### src/rtl/lda_pkg.sv
package lda_pkg;
  localparam int ADDR_W   = 16;
  localparam int CFG_W    = 8;
  localparam int NUM_DEV  = 6;
  localparam int NUM_WIN  = NUM_DEV + 1;
  localparam int GPIO_IDX = NUM_DEV;
  localparam int GPIO_SPAN = 2;
  localparam int BASE_MIN = 'h0100;
  localparam int BASE_TOP = 'h1000;
  localparam int IRQ_MAX  = 15;

  // device slot order doubles as select priority
  localparam int DEV_FDC  = 0;
  localparam int DEV_UA0  = 1;
  localparam int DEV_UA1  = 2;
  localparam int DEV_LPT  = 3;
  localparam int DEV_AUX  = 4;
  localparam int DEV_BUS  = 5;

  function automatic int win_span(input int idx);
    case (idx)
      DEV_FDC, DEV_UA0, DEV_UA1: return 8;
      DEV_LPT, DEV_BUS:          return 4;
      default:                   return 1;
    endcase
  endfunction

  function automatic int win_limit(input int idx);
    return BASE_TOP - win_span(idx);
  endfunction

  // -1 means no global gate
  function automatic int glb_bit(input int idx);
    case (idx)
      DEV_FDC: return 0;
      DEV_UA0: return 4;
      DEV_UA1: return 5;
      DEV_LPT: return 3;
      DEV_BUS: return 6;
      default: return -1;
    endcase
  endfunction

  function automatic logic [ADDR_W-1:0] gpio_base(input logic [1:0] pick);
    case (pick)
      2'd0:    return ADDR_W'('h00E0);
      2'd1:    return ADDR_W'('h00E2);
      2'd2:    return ADDR_W'('h00E4);
      default: return ADDR_W'('h00EA);
    endcase
  endfunction
endpackage

### src/rtl/lda_window.sv
module lda_window #(
  parameter int ADDR_W   = 16,
  parameter int CFG_W    = 8,
  parameter int SPAN     = 8,
  parameter int BASE_MIN = 'h0100,
  parameter int BASE_MAX = 'h0FF8,
  parameter bit USE_GLB  = 1'b1
) (
  input  logic [ADDR_W-1:0] addr_i,
  input  logic              glb_en_i,
  input  logic [CFG_W-1:0]  act_i,
  input  logic [CFG_W-1:0]  base_hi_i,
  input  logic [CFG_W-1:0]  base_lo_i,
  output logic              live_o,
  output logic              hit_o
);
  localparam int BASE_W = 2 * CFG_W;

  logic [BASE_W-1:0] base;
  logic [ADDR_W-1:0] offset;
  logic              gate_ok, range_ok;

  assign base     = {base_hi_i, base_lo_i};
  assign gate_ok  = USE_GLB ? glb_en_i : 1'b1;
  assign range_ok = (32'(base) >= BASE_MIN) && (32'(base) <= BASE_MAX);
  assign live_o   = gate_ok && (|act_i) && range_ok;
  assign offset   = addr_i - ADDR_W'(base);
  assign hit_o    = live_o && (addr_i >= ADDR_W'(base)) && (32'(offset) < SPAN);

  always_comb begin
    // a hit implies the base lay inside the legal range
    assert_hit_in_range_R4: assert (!hit_o || (32'(base) <= BASE_MAX && 32'(base) >= BASE_MIN));
  end
endmodule

### src/rtl/lda_gpio_window.sv
module lda_gpio_window
  import lda_pkg::*;
#(
  parameter int ADDR_W = lda_pkg::ADDR_W,
  parameter int CFG_W  = lda_pkg::CFG_W,
  parameter int SPAN   = lda_pkg::GPIO_SPAN
) (
  input  logic [ADDR_W-1:0] addr_i,
  input  logic [CFG_W-1:0]  ctrl_i,
  output logic              hit_o
);
  logic [ADDR_W-1:0] base;
  logic [ADDR_W-1:0] offset;

  assign base   = gpio_base(ctrl_i[1:0]);
  assign offset = addr_i - base;
  assign hit_o  = ctrl_i[CFG_W-1] && (addr_i >= base) && (32'(offset) < SPAN);

  always_comb begin
    // a hit lies in the low fixed area where every selectable base sits
    assert_gpio_low_R6: assert (!hit_o || addr_i < ADDR_W'('h00F0));
  end
endmodule

### src/rtl/lda_prio.sv
module lda_prio #(
  parameter int N = 7
) (
  input  logic [N-1:0] req_i,
  output logic [N-1:0] gnt_o
);
  always_comb begin
    logic taken;
    taken = 1'b0;
    gnt_o = '0;
    for (int i = 0; i < N; i++) begin
      if (req_i[i] && !taken) begin
        gnt_o[i] = 1'b1;
        taken    = 1'b1;
      end
    end
  end

  always_comb begin
    // a grant only goes to a requester, never more than one
    assert_gnt_onehot_R7: assert ($onehot0(gnt_o) && ((gnt_o & ~req_i) == '0));
  end
endmodule

### src/rtl/lda_decoder.sv
module lda_decoder
  import lda_pkg::*;
#(
  parameter int ADDR_W  = lda_pkg::ADDR_W,
  parameter int CFG_W   = lda_pkg::CFG_W,
  parameter int NUM_DEV = lda_pkg::NUM_DEV,
  parameter int IRQ_MAX = lda_pkg::IRQ_MAX
) (
  input  logic [ADDR_W-1:0]        io_addr_i,
  input  logic                     io_strobe_i,
  input  logic [CFG_W-1:0]         glb_enable_i,
  input  logic [CFG_W-1:0]         gpio_ctrl_i,
  input  logic [NUM_DEV*CFG_W-1:0] dev_act_i,
  input  logic [NUM_DEV*CFG_W-1:0] dev_base_hi_i,
  input  logic [NUM_DEV*CFG_W-1:0] dev_base_lo_i,
  input  logic [CFG_W-1:0]         lpt_irq_i,
  output logic [NUM_DEV:0]         sel_o,
  output logic                     miss_o,
  output logic [CFG_W-1:0]         lpt_irq_o
);
  localparam int NWIN = NUM_DEV + 1;

  logic [NWIN-1:0]    win_hit;
  logic [NUM_DEV-1:0] win_live;
  logic [NWIN-1:0]    req;

  for (genvar g = 0; g < NUM_DEV; g++) begin : g_win
    localparam int GB = glb_bit(g);
    logic glb_en;
    if (GB >= 0) begin : g_gated
      assign glb_en = glb_enable_i[GB];
    end else begin : g_free
      assign glb_en = 1'b1;
    end
    lda_window #(
      .ADDR_W  (ADDR_W),
      .CFG_W   (CFG_W),
      .SPAN    (win_span(g)),
      .BASE_MIN(BASE_MIN),
      .BASE_MAX(win_limit(g)),
      .USE_GLB (GB >= 0)
    ) u_win (
      .addr_i   (io_addr_i),
      .glb_en_i (glb_en),
      .act_i    (dev_act_i[g*CFG_W +: CFG_W]),
      .base_hi_i(dev_base_hi_i[g*CFG_W +: CFG_W]),
      .base_lo_i(dev_base_lo_i[g*CFG_W +: CFG_W]),
      .live_o   (win_live[g]),
      .hit_o    (win_hit[g])
    );
  end

  lda_gpio_window #(
    .ADDR_W(ADDR_W),
    .CFG_W (CFG_W)
  ) u_gpio (
    .addr_i(io_addr_i),
    .ctrl_i(gpio_ctrl_i),
    .hit_o (win_hit[NWIN-1])
  );

  assign req = win_hit & {NWIN{io_strobe_i}};

  lda_prio #(.N(NWIN)) u_prio (
    .req_i(req),
    .gnt_o(sel_o)
  );

  assign miss_o    = io_strobe_i && (req == '0);
  assign lpt_irq_o = (32'(lpt_irq_i) > IRQ_MAX) ? '1 : lpt_irq_i;

  always_comb begin
    assert_sel_onehot_R7: assert ($onehot0(sel_o));
    // no strobe, no select and no miss
    assert_idle_quiet_R8: assert (io_strobe_i || (sel_o == '0 && !miss_o));
    // a strobed access either selects or misses, never both
    assert_miss_excl_R9: assert (!io_strobe_i || (miss_o != (|sel_o)));
    // sanitised code is a real line or the none code
    assert_irq_code_R10: assert (32'(lpt_irq_o) <= IRQ_MAX || lpt_irq_o == '1);
    // a window that is not live never selects
    assert_dead_quiet_R2: assert ((sel_o[NUM_DEV-1:0] & ~win_live) == '0);
  end
endmodule

### config.mk
export PLATFORM = sky130hd
export DESIGN_NAME = lda_decoder
export DESIGN_NICKNAME = d
export VERILOG_FILES = /design/src/rtl/lda_pkg.sv /design/src/rtl/lda_window.sv /design/src/rtl/lda_gpio_window.sv /design/src/rtl/lda_prio.sv /design/src/rtl/lda_decoder.sv
export SDC_FILE = /design/constraint.sdc
export NUM_CORES = 1
export LEC_CHECK = 0
export ABC_CLOCK_PERIOD_IN_PS = 3830
export BUFFER_PORTS_ARGS = -buffer_cell sky130_fd_sc_hd__buf_2
export CORE_MARGIN = 1
export CORE_UTILIZATION = 54
export DETAILED_ROUTE_END_ITERATION = 6
export GPL_TIMING_DRIVEN = 0
export PLACE_DENSITY = 0.85
export SETUP_SLACK_MARGIN = 0.5
export SLEW_MARGIN = 20
export SYNTH_ARGS = -nofsm -noshare
export SYNTH_HDL_FRONTEND = slang
export SYNTH_SLANG_ARGS = --single-unit
export TNS_END_PERCENT = 10
### constraint.sdc
create_clock -name vclk -period 3.83
set_input_delay 0.5745 -clock vclk [all_inputs]
set_output_delay 0.5745 -clock vclk [all_outputs]
set_load 0.05 [all_outputs]
[Yosys cells after proc, flatten, opt, wreduce, memory -nomap -nowiden]
Cells that the tools add are included.
Cells by class
  $add $sub $neg: 7
  muxes and demuxes: 14
  equal/unequal tests: 2
  magnitude comparators: 27
  reduce and logical (&&, ||, !) cells: 52
  bitwise operators: 1
Operator list (number)
  $ge A16 B16 Y1: 6
  $ge A16 B9 Y1 const B: 6
  $le A16 B12 Y1 const B: 6
  $sub A16 B16 Y16: 6
  $lt A16 B4 Y1 const B: 3
  $reduce_or A8 Y1: 6
  $logic_and A1 B1 Y1: 38
  $lt A16 B3 Y1 const B: 2
  $ge A16 B8 Y1: 1
  $lt A16 B1 Y1 const B: 1
  $lt A16 B2 Y1 const B: 1
  $sub A16 B8 Y16: 1
  $mux W1: 12
  $pmux W4 S3: 1
  $gt A8 B4 Y1 const B: 1
  $mux W8: 1
  $and A7 B7 Y7: 1
  $logic_not A7 Y1: 1
  $logic_not A1 Y1: 6
  $eq A2 B1 Y1 const B: 1
  $eq A2 B2 Y1 const B: 1
  $logic_not A2 Y1: 1
Storage, ports and cells
  output and inout port bits: 16
  word-level logic and storage cells: 103
  input port bits: 185
  register bits after elaboration: 0

[Depth between registers and ports, before layout]
Gate-level depths: netlist of run 1.
  depth in word-level cells: 25
  gate-level depth with buffers: 12
  depth with buffers taken out: 11

[Cells and area by module]
Synthesis of run 1 repeated with hierarchy kept, for this count alone.
Unflattened totals
  cells, all modules: 872
  area total of the unflattened synthesis: 6259.8 um^2
By module, submodules not included
  lda_window at g_win[0].u_win ...: area each 1038.5 um^2, cells each 142, times used 3, seq. area each 0.0 um^2
  lda_window at g_win[3].u_win ...: area each 850.8 um^2, cells each 120, times used 2, seq. area each 0.0 um^2
  lda_window at g_win[4].u_win: area each 839.6 um^2, cells each 125, times used 1, seq. area each 0.0 um^2
  lda_gpio_window: area each 400.4 um^2, cells each 52, times used 1, seq. area each 0.0 um^2
  lda_decoder: area each 131.4 um^2, cells each 20, times used 1, seq. area each 0.0 um^2
  lda_prio: area each 71.3 um^2, cells each 9, times used 1, seq. area each 0.0 um^2

[Worst setup path before layout of run 1]
OpenSTA, ideal clock, no wires.
  kind: input -> output
  from: input dev_base_hi_i[43]
  to: output sel_o[5]
  path slack: -876 ps
  arrival: 4132 ps
  required time: 3256 ps
  buffers on the path: 0
  stages: 11
  cell sequence: inv_1 > ha_1 > inv_1 > a2111oi_0 > o211ai_1 > a2111oi_2 > nand4_1 > a311oi_1 > nand4b_1 > nor4_1 > nor4b_1
Between the ends
  word-level cells in the longest chain between the ends: 8
  elaborated cells between the ends (all ways): 12
RTL lines
  start, declared: RTL line lda_decoder.sv:14  | input logic [NUM_DEV*CFG_W-1:0] dev_base_hi_i,
  parallel branches: the longest is 4 deep, another holds $sub A16 B16 Y16
  $logic_and A1 B1 Y1 (*): RTL line lda_window.sv:28  | assign hit_o = live_o && (addr_i >= ADDR_W'(base)) && (32'(offset) < SPAN);
  $and A7 B7 Y7 (*): RTL line lda_decoder.sv:62  | assign req = win_hit & {NWIN{io_strobe_i}};
  $logic_and A1 B1 Y1 (*): RTL line lda_prio.sv:12  | if (req_i[i] && !taken) begin
  $mux W1 (*): RTL line lda_prio.sv:12
  end, declared: RTL line lda_decoder.sv:17  | output logic [NUM_DEV:0] sel_o,
Mark *: on every way between the ends.

[Worst setup path after layout of run 1]
  from: input io_addr_i[5]
  to: output sel_o[5]
Between the ends
  word-level cells in the longest chain between the ends: 20
  elaborated cells between the ends (all ways): 47
RTL lines
  start, declared: RTL line lda_decoder.sv:9  | input logic [ADDR_W-1:0] io_addr_i,
  $sub A16 B16 Y16 or $ge A16 B16 Y1 (tied branches): RTL line lda_window.sv:27, lda_window.sv:28
  $lt A16 B4 Y1 or $logic_and A1 B1 Y1 (tied branches): RTL line lda_window.sv:28
  $logic_and A1 B1 Y1: RTL line lda_window.sv:28
  $and A7 B7 Y7 (*): RTL line lda_decoder.sv:62
  $mux W1: RTL line lda_prio.sv:12
  $logic_not A1 Y1: RTL line lda_prio.sv:12
  $logic_and A1 B1 Y1: RTL line lda_prio.sv:12
  $mux W1: RTL line lda_prio.sv:12
  [4 not listed]
  $logic_and A1 B1 Y1: RTL line lda_prio.sv:12
  $mux W1: RTL line lda_prio.sv:12
  $logic_not A1 Y1: RTL line lda_prio.sv:12
  $logic_and A1 B1 Y1: RTL line lda_prio.sv:12
  $mux W1: RTL line lda_prio.sv:12
  $logic_not A1 Y1: RTL line lda_prio.sv:12
  $logic_and A1 B1 Y1 (*): RTL line lda_prio.sv:12
  $mux W1 (*): RTL line lda_prio.sv:12
Mark *: on every way between the ends. The rest lies on a longest branch, timed or not.

==> impl_metrics.json, run 1 <==
{
  "run_status": "complete, but fails checks",
  "violations": "setup timing",
  "io_buffer_count": 193,
  "maxSlewHeadroom_pct": 49.94,
  "drive_above_1_share_pct": 25.51,
  "nClkBuffers": 0,
  "postCtsHoldBufs": 0,
  "min_path_type": "input port to primary output",
  "grt_pass1_wl_um": 32090,
  "cell_internal_pwr_uw": 465.7,
  "drc": 0,
  "synthTopCellsByCount": "124 x inv_1, 99 x ha_1, 76 x nor2_1",
  "dpl.hpwl_um": 15760,
  "grt_antenna_before_repair": 0,
  "crit_fanout": 9,
  "fillers": 898,
  "place_ws_ps": -629.0,
  "diodes": 0,
  "initial_utilization_pct": 56.19,
  "syn-instance-count": 907,
  "fin_nets": 1404,
  "layout_setup_ws_ps": -197.8,
  "row_count": 37,
  "ys_seq_area_share_pct": 0,
  "synth_warnings": 0,
  "multi_input_area_um2": 5700,
  "routabilityCongestion": 0.9815,
  "coreArea_um2": 10460,
  "grt_pass1_vias": 7146,
  "grt_max_degree": 13,
  "synth_fp_nets": 1192,
  "worstHoldPathCells": 3,
  "critPathLaunchType": "input port",
  "first_pass_iters": 5,
  "switching_share_pct": 57.49,
  "fin_hold_ws_ps": 1549,
  "arrival_ps": 3450,
  "netlist.area_leader.share_pct": 21.07,
  "vias": 7801,
  "overflow": 0,
  "yosysMostFrequentCell": "inv_1",
  "power_uw": 1095,
  "drt_iter0_markers": 597,
  "max_freq_ghz": 0.2483,
  "chipWidth_um": 106.3,
  "ff_latch_area_um2": 0,
  "crit_path_end_kind": "primary output",
  "track_usage_pct": 34.40,
  "fin_util_pct": 73.30,
  "finalCritPeriodShare_pct": 105.2,
  "p_seq_share_pct": 0,
  "ir_drop_mv": 0.07517,
  "die_h_um": 106.3,
  "synth_area_leaders": "ha_1 21%, inv_1 7.9%, a21oi_1 6.2%, nor2_1 4.9%, o21ai_0 4.4%",
  "setup_viol": 7,
  "comb_power_share_pct": 100.0,
  "io_pins": 201,
  "p_sw_uw": 629.7,
  "yosysUniqueCellTypes": 76,
  "yosysTopAreaCell": "ha_1",
  "routed_via_density": 6.226,
  "timing_worst_slew_pin_value_ps": 732.0,
  "postRouteAntennaNets": 0,
  "hold_violations": 0,
  "power.density_nw_per_um2": 142.8,
  "die_area_um2": 11310,
  "avgSynthCellArea_um2": 6.482,
  "syn_area_um2": 5879,
  "area_growth_pct": 30.43,
  "cp.required_ps": 3260,
  "path_class": "input port to primary output",
  "p_leak_uw": 0.003648,
  "drt-total-wl_um": 20400,
  "maxSlewViolCount": 0,
  "finalWorstPathRequiredPeriod_ps": 4028,
  "pwr-share-clk_pct": 0,
  "wl_per_cell_um": 16.28,
  "rsz0062_at_grt": "true",
  "drv_cap": 0,
  "nFlopsAndLatches": 0
}
[repair_timing]
item	4_1_cts	5_1_grt
gates resized for setup	65	36
pin swaps	16	20
endpoints found under the setup margin	8	8
buffers inserted	10	7
[kinds of logic (layout without fill, tap and decap cells)]
family	Yosys count	in the layout	synth area share (%)
AO/OA/AOI/OAI	262	262	29.96
XOR/XNOR	30	30	4.469
adder cells (fa/ha/maj)	100	100	21.41
buffers and inverters	142	352	9.321
multiplexers	12	12	2.086
AND/OR/NAND/NOR	361	361	32.75
[critical path, stage by stage]
cell and delay (ps):
clkbuf_4 220, ha_1 400, a211o_1 310, o211ai_1 170, nand4_1 190, a21oi_2 300
nor2_1 100, a211o_1 320, nand4_4 180, nand3_4 130, nor4b_4 340, buf_6 200
[final timing paths]
| check | start | end |
|---|---|---|
| max | io_addr_i[5] | sel_o[5] |
| min | lpt_irq_i[1] | lpt_irq_o[1] |
[power groups by stage]
stage | sequential (uW) | combinational, uW | clock (uW)
2_1_floorplan | 0 | 705 | 0
3_3_place_gp | 0 | 972 | 0
3_5_place_dp | 0 | 988 | 0
4_1_cts | 0 | 1030 | 0
5_1_grt | 0 | 1200 | 0
6_report | 0 | 1100 | 0
[layer usage]
metal	global-route usage [%]	wire [um]
met1	43.38	8192
met4	15.18	924
met5	0	0
met2	60.30	9582
met3	1.471	1699
[per-stage QoR]
| step | cells | area [um2] | TNS [ps] |
|---|---|---|---|
| after global placement | 1236 | 7141 | -3870 |
| after detailed placement | 1236 | 7141 | -4009 |
| after global routing | 1253 | 7669 | -1813 |
| after floorplan | 907 | 6005 | 0 |
| final | 1253 | 7669 | -837.7 |
| after CTS | 1246 | 7480 | -1184 |
[layout make-up]
type	instances	share of cell area [%]
repair buffers	210	16.01
inverters	124	6.216
plain buffers	18	1.224
well taps	136	2.219
multi-input cells	765	74.34
[cells in the final DEF, fill, tap and decap left out, drive strengths merged, types with 22 or more instances in the layout]
cell    instances
o21ai          52
a21oi          73
nor4           37
nor2           76
inv           123
nand4          34
nor3           27
ha             99
nand2b         22
nand2          59
buf           211
nand3          35
Note: power is estimated with default switching activity, not from simulation.
==> run 2: changes to the inputs <==
Settings changed: ABC_CLOCK_PERIOD_IN_PS 3830 to 4950, CORE_MARGIN 1 to default, CORE_UTILIZATION 54 to 58, GPL_ROUTABILITY_DRIVEN from default to 0, PLACE_DENSITY 0.85 to 0.91.
Clock period 3.83 ns to 4.95 ns, I/O delays scaled along.
==> run 2 against run 1 <==
Compared with the run above:
- the run now ends clean
- combinational power down 26%
- non-clock buffer count down 9
- global-route usage up 1.4 points
- sequential share of layout area unchanged
- hold slack better by 340 ps
- core utilization up 1.9 points
- die area down 6.8%
- worst setup slack better by 700 ps
- first-iteration DRC count down 7.7%
- wire length down 2.7%
- highest routed layer unchanged
==> impl_metrics.json, run 2 (synthesized netlist as in run 1, its figures left out) <==
{
  "run_status": "finished, final reports clean",
  "fin_nets": 1395,
  "row_count": 36,
  "path_buf_inv": 2,
  "placed_cell_area_um2": 7018,
  "drv_cap": 0,
  "grt_antenna_before_repair": 0,
  "fillers": 829,
  "path_class": "input port to primary output",
  "grt_pass1_vias": 6950,
  "min_path_type": "input port to primary output",
  "chipWidth_um": 102.7,
  "track_usage_pct": 35.79,
  "postCtsHoldBufs": 0,
  "p_leak_uw": 0.003591,
  "cp_slowest_cell": "or4_4",
  "maxSlewViolCount": 0,
  "rsz0062_at_grt": "true",
  "arrival_ps": 3710,
  "crit_path_end_kind": "primary output",
  "layout_commonest_cell": "buf_2",
  "use_met3_pct": 3.322,
  "met2_usage_pct": 62.77,
  "routed_via_density": 6.313,
  "dpl.hpwl_um": 15600,
  "diodes": 0,
  "die_h_um": 102.7,
  "ir_drop_mv": 0.06464,
  "finalWorstPathRequiredPeriod_ps": 4448,
  "crit_fanout": 7,
  "multi_input_area_um2": 5592,
  "setup_viol": 0,
  "cp.required_ps": 4210,
  "drt-total-wl_um": 19850,
  "final_area_um2": 7383,
  "grtUsageMet1_pct": 43.88,
  "ff_latch_area_um2": 0,
  "wl_per_cell_um": 15.99,
  "power_uw": 818.1,
  "final.setup.tns_ps": 0,
  "hp-start": "lpt_irq_i[3]",
  "cp-startpoint": "io_addr_i[15]",
  "drt_iter0_markers": 551,
  "cpPeakStageDelay_ps": 530,
  "drc": 0,
  "max_freq_ghz": 0.2248,
  "overflow": 0,
  "fin_util_pct": 75.19,
  "finalCritPeriodShare_pct": 89.86,
  "grt_pass1_wl_um": 30340,
  "crit_chain": "buf_2 > ha_4 > and2b_1 > a2111oi_4 > nand3_1 > or3_1 > or4_4 > a2111oi_4 > nand4_4 > and3_4 > buf_2",
  "vias": 7834,
  "coreArea_um2": 9819,
  "top_usage_layer": "met2",
  "first_pass_iters": 5,
  "hold_violations": 0,
  "layout_common_cells": "185 x buf_2, 123 x inv_1, 93 x ha_1",
  "stdcell_count": 1241,
  "grt_max_degree": 13,
  "post-place-cells": 1233,
  "area_growth_pct": 25.58,
  "power.density_nw_per_um2": 110.8,
  "io_pins": 201,
  "io_buffer_count": 193,
  "maxSlewHeadroom_pct": 55.54,
  "critPathLaunchType": "input port",
  "initial_utilization_pct": 59.88,
  "nFlopsAndLatches": 0,
  "drive_above_1_share_pct": 23.38,
  "postRouteAntennaNets": 0,
  "timing_worst_slew_pin_value_ps": 650.1,
  "nClkBuffers": 0,
  "die_area_um2": 10540,
  "path_delay_family": "simple AND/OR/NAND/NOR gates"
}
==> run 2: final cells by class <==
type	instances	area share, %
timing repair buffer	201	14.46
buffer	18	1.254
multi-input combinational	765	75.73
inverter	124	6.304
tap	133	2.254
==> run 2: layer usage <==
metal | vias to the layer above | part of all wire, %
met5 | - | 0
met4 | 0 | 4.8
met3 | 87 | 9.3
met2 | 422 | 46
met1 | 3504 | 40
li1 | 3821 | -
==> run 2: through the flow <==
step                      hold slack (ps)  setup WS (ps)
after floorplan                      1734          7.280
after global placement               1880          101.0
after detailed placement             1887          143.5
after CTS                            1888          471.5
after global routing                 1925          450.4
final                                1886          501.8
==> run 2: timing repair <==
| item | 4_1_cts | 5_1_grt |
|---|---|---|
| endpoints found under the setup margin | 7 | 8 |
| hold endpoints to repair | 0 | 0 |
| pin swaps | 10 | 11 |
| cloned | 0 | 0 |
| setup buffers | 6 | 2 |
| gates resized for setup | 29 | 41 |
==> run 2: worst min-delay path, delay by kind of cell <==
| kind | cells | cell delay [ps] |
|---|---|---|
| buffers and inverters | 2 | 320 |
| AND/OR/NAND/NOR | 1 | 80 |
==> run 2: final timing paths <==
| kind | depth (start not counted) | end |
|---|---|---|
| worst max-delay path | 11 | sel_o[2] |
| worst min-delay path | 3 | lpt_irq_o[3] |
==> run 2: power breakdown <==
group	switching [uW]	internal [uW]
Sequential	0	0
Clock	0	0
Combinational	479	339
==> run 3: changes to the inputs <==
Settings changed: CORE_MARGIN from default to 2, CORE_UTILIZATION 58 to 50, PLACE_DENSITY 0.91 to 0.8.
==> run 3 against run 2 <==
Compared with the run above:
- via count hardly changed
- die area grew 20%
- clock-buffer cell count unchanged
- combinational power grew 1%
- wire length grew 1.8%
- first-iteration DRC count up 3.8%
- flip-flop and latch count stayed put
- sequential share of layout area unchanged
- cell count increased by 1.2%
- hold slack got worse by 3.4 ps
- maximum frequency up 0.92%
- largest cell class unchanged
- largest power group unchanged
==> impl_metrics.json, run 3 (synthesized netlist as in run 1, its figures left out) <==
{
  "nFlopsAndLatches": 0,
  "maxSlewViolCount": 0,
  "row_count": 39,
  "use_met3_pct": 2.646,
  "final.setup.tns_ps": 0,
  "area_growth_pct": 26.79,
  "crit_path_frequent_cell": "a211o_1",
  "finalCritPeriodShare_pct": 89.04,
  "stdcell_count": 1256,
  "met2_usage_pct": 50.08,
  "top_usage_layer": "met2",
  "layout_commonest_cell": "buf_2",
  "fin_hold_ws_ps": 1882,
  "drt-total-wl_um": 20200,
  "run_status": "finished, final reports clean",
  "drive_above_1_share_pct": 24.10,
  "drc": 0,
  "setup_viol": 0,
  "coreArea_um2": 11470,
  "hold_violations": 0,
  "drv_cap": 0,
  "postCtsHoldBufs": 0,
  "finalWorstPathRequiredPeriod_ps": 4408,
  "rsz0062_at_grt": "true",
  "min_path_type": "input port to primary output",
  "post-place-cells": 1243,
  "timing_worst_slew_pin_value_ps": 1066,
  "cp_slowest_cell": "nor4_4",
  "ff_latch_area_um2": 0,
  "layout_common_cells": "181 x buf_2, 121 x inv_1, 92 x ha_1",
  "grt_max_degree": 13,
  "crit_path_end_kind": "primary output",
  "track_usage_pct": 29.16,
  "ir_drop_mv": 0.07873,
  "io_pins": 201,
  "wl_per_cell_um": 16.08,
  "overflow": 0,
  "crit_fanout": 5,
  "p_leak_uw": 0.003612,
  "grt_antenna_before_repair": 1,
  "power_uw": 826.9,
  "power.density_nw_per_um2": 110.9,
  "chipWidth_um": 112.4,
  "die_area_um2": 12640,
  "nClkBuffers": 0,
  "crit_chain": "buf_2 > clkinvlp_4 > buf_4 > ha_1 > nor2b_1 > o2111ai_1 > nand4_1 > a21oi_1 > a211o_1 > a211o_1 > nand4_2 > nand3_4 > nor4_4 > buf_6",
  "fin_nets": 1399,
  "arrival_ps": 3670,
  "initial_utilization_pct": 51.27,
  "routed_via_density": 6.240,
  "fillers": 1040,
  "dpl.hpwl_um": 15800,
  "path_class": "input port to primary output",
  "cpPeakStageDelay_ps": 390,
  "critPathLaunchType": "input port",
  "max_freq_ghz": 0.2269,
  "drt_iter0_markers": 572,
  "grt_pass1_wl_um": 31260,
  "first_pass_iters": 5,
  "die_h_um": 112.4,
  "cp.required_ps": 4210,
  "maxSlewHeadroom_pct": 28.30,
  "final_area_um2": 7455,
  "postRouteAntennaNets": 0,
  "grt_pass1_vias": 6875,
  "grtUsageMet1_pct": 38.89,
  "io_buffer_count": 193,
  "vias": 7838,
  "placed_cell_area_um2": 7030
}
-- run 3: changes by cell type in the layout (fill, tap and decap cells not counted), sizes merged --
| cell | change |
|---|---|
| clkbuf | +3 |
| buf | +1 |
| clkinvlp | +1 |
| diode | +1 |
| inv | -1 |
-- run 3: final timing paths --
check | to | from | slack [ps] | cells past startpoint
setup / recovery | miss_o | io_addr_i[0] | 540 | 14
hold / removal | lpt_irq_o[1] | lpt_irq_i[1] | 1880 | 3
-- run 3: stage by stage --
| step | util (%) | setup WS [ps] |
|---|---|---|
| final | 65.01 | 542.3 |
| after floorplan | - | 7.280 |
| after detailed placement | 61.31 | -21.94 |
| after global placement | 61.31 | -25.40 |
| after CTS | 62.62 | 485.0 |
| after global routing | 65.01 | 400.9 |
-- run 3: cell type report --
type / instances / area, um2 / area share [%]
Buffer: 18 / 93.84 / 1.259
Inverter: 124 / 469.2 / 6.294
Tap cell: 143 / 178.9 / 2.400
Multi-Input combinational cell: 765 / 5599 / 75.11
Timing Repair Buffer: 205 / 1111 / 14.90
Antenna cell: 1 / 2.502 / 0.03357
-- run 3: report_power, final --
part	internal (uW)	leakage, uW	total [uW]	switching, uW
Clock	0.0000270	0.00000000634	0.0000270	0
Combinational	349	0.00361	827	478
Sequential	0	0	0	0
-- run 3: timing repair --
action,in CTS,in global routing
buffers inserted,1,11
resized for setup,30,51
setup endpoints to repair,7,8
pin swaps,9,15
-- run 3: worst max-delay path, delay by kind of cell --
family | cells | cell delay (ps)
adders and majority gates | 1 | 190
and+or+nand+nor | 5 | 1020
AOI/OAI and AO/OA | 4 | 990
buffers and inverters | 4 | 710
-- run 3: per-layer routing --
layer,up-vias,share of wire (%)
li1,3825,-
met1,3596,42
met2,361,46
met3,56,8.2
met4,0,3.4
met5,-,0
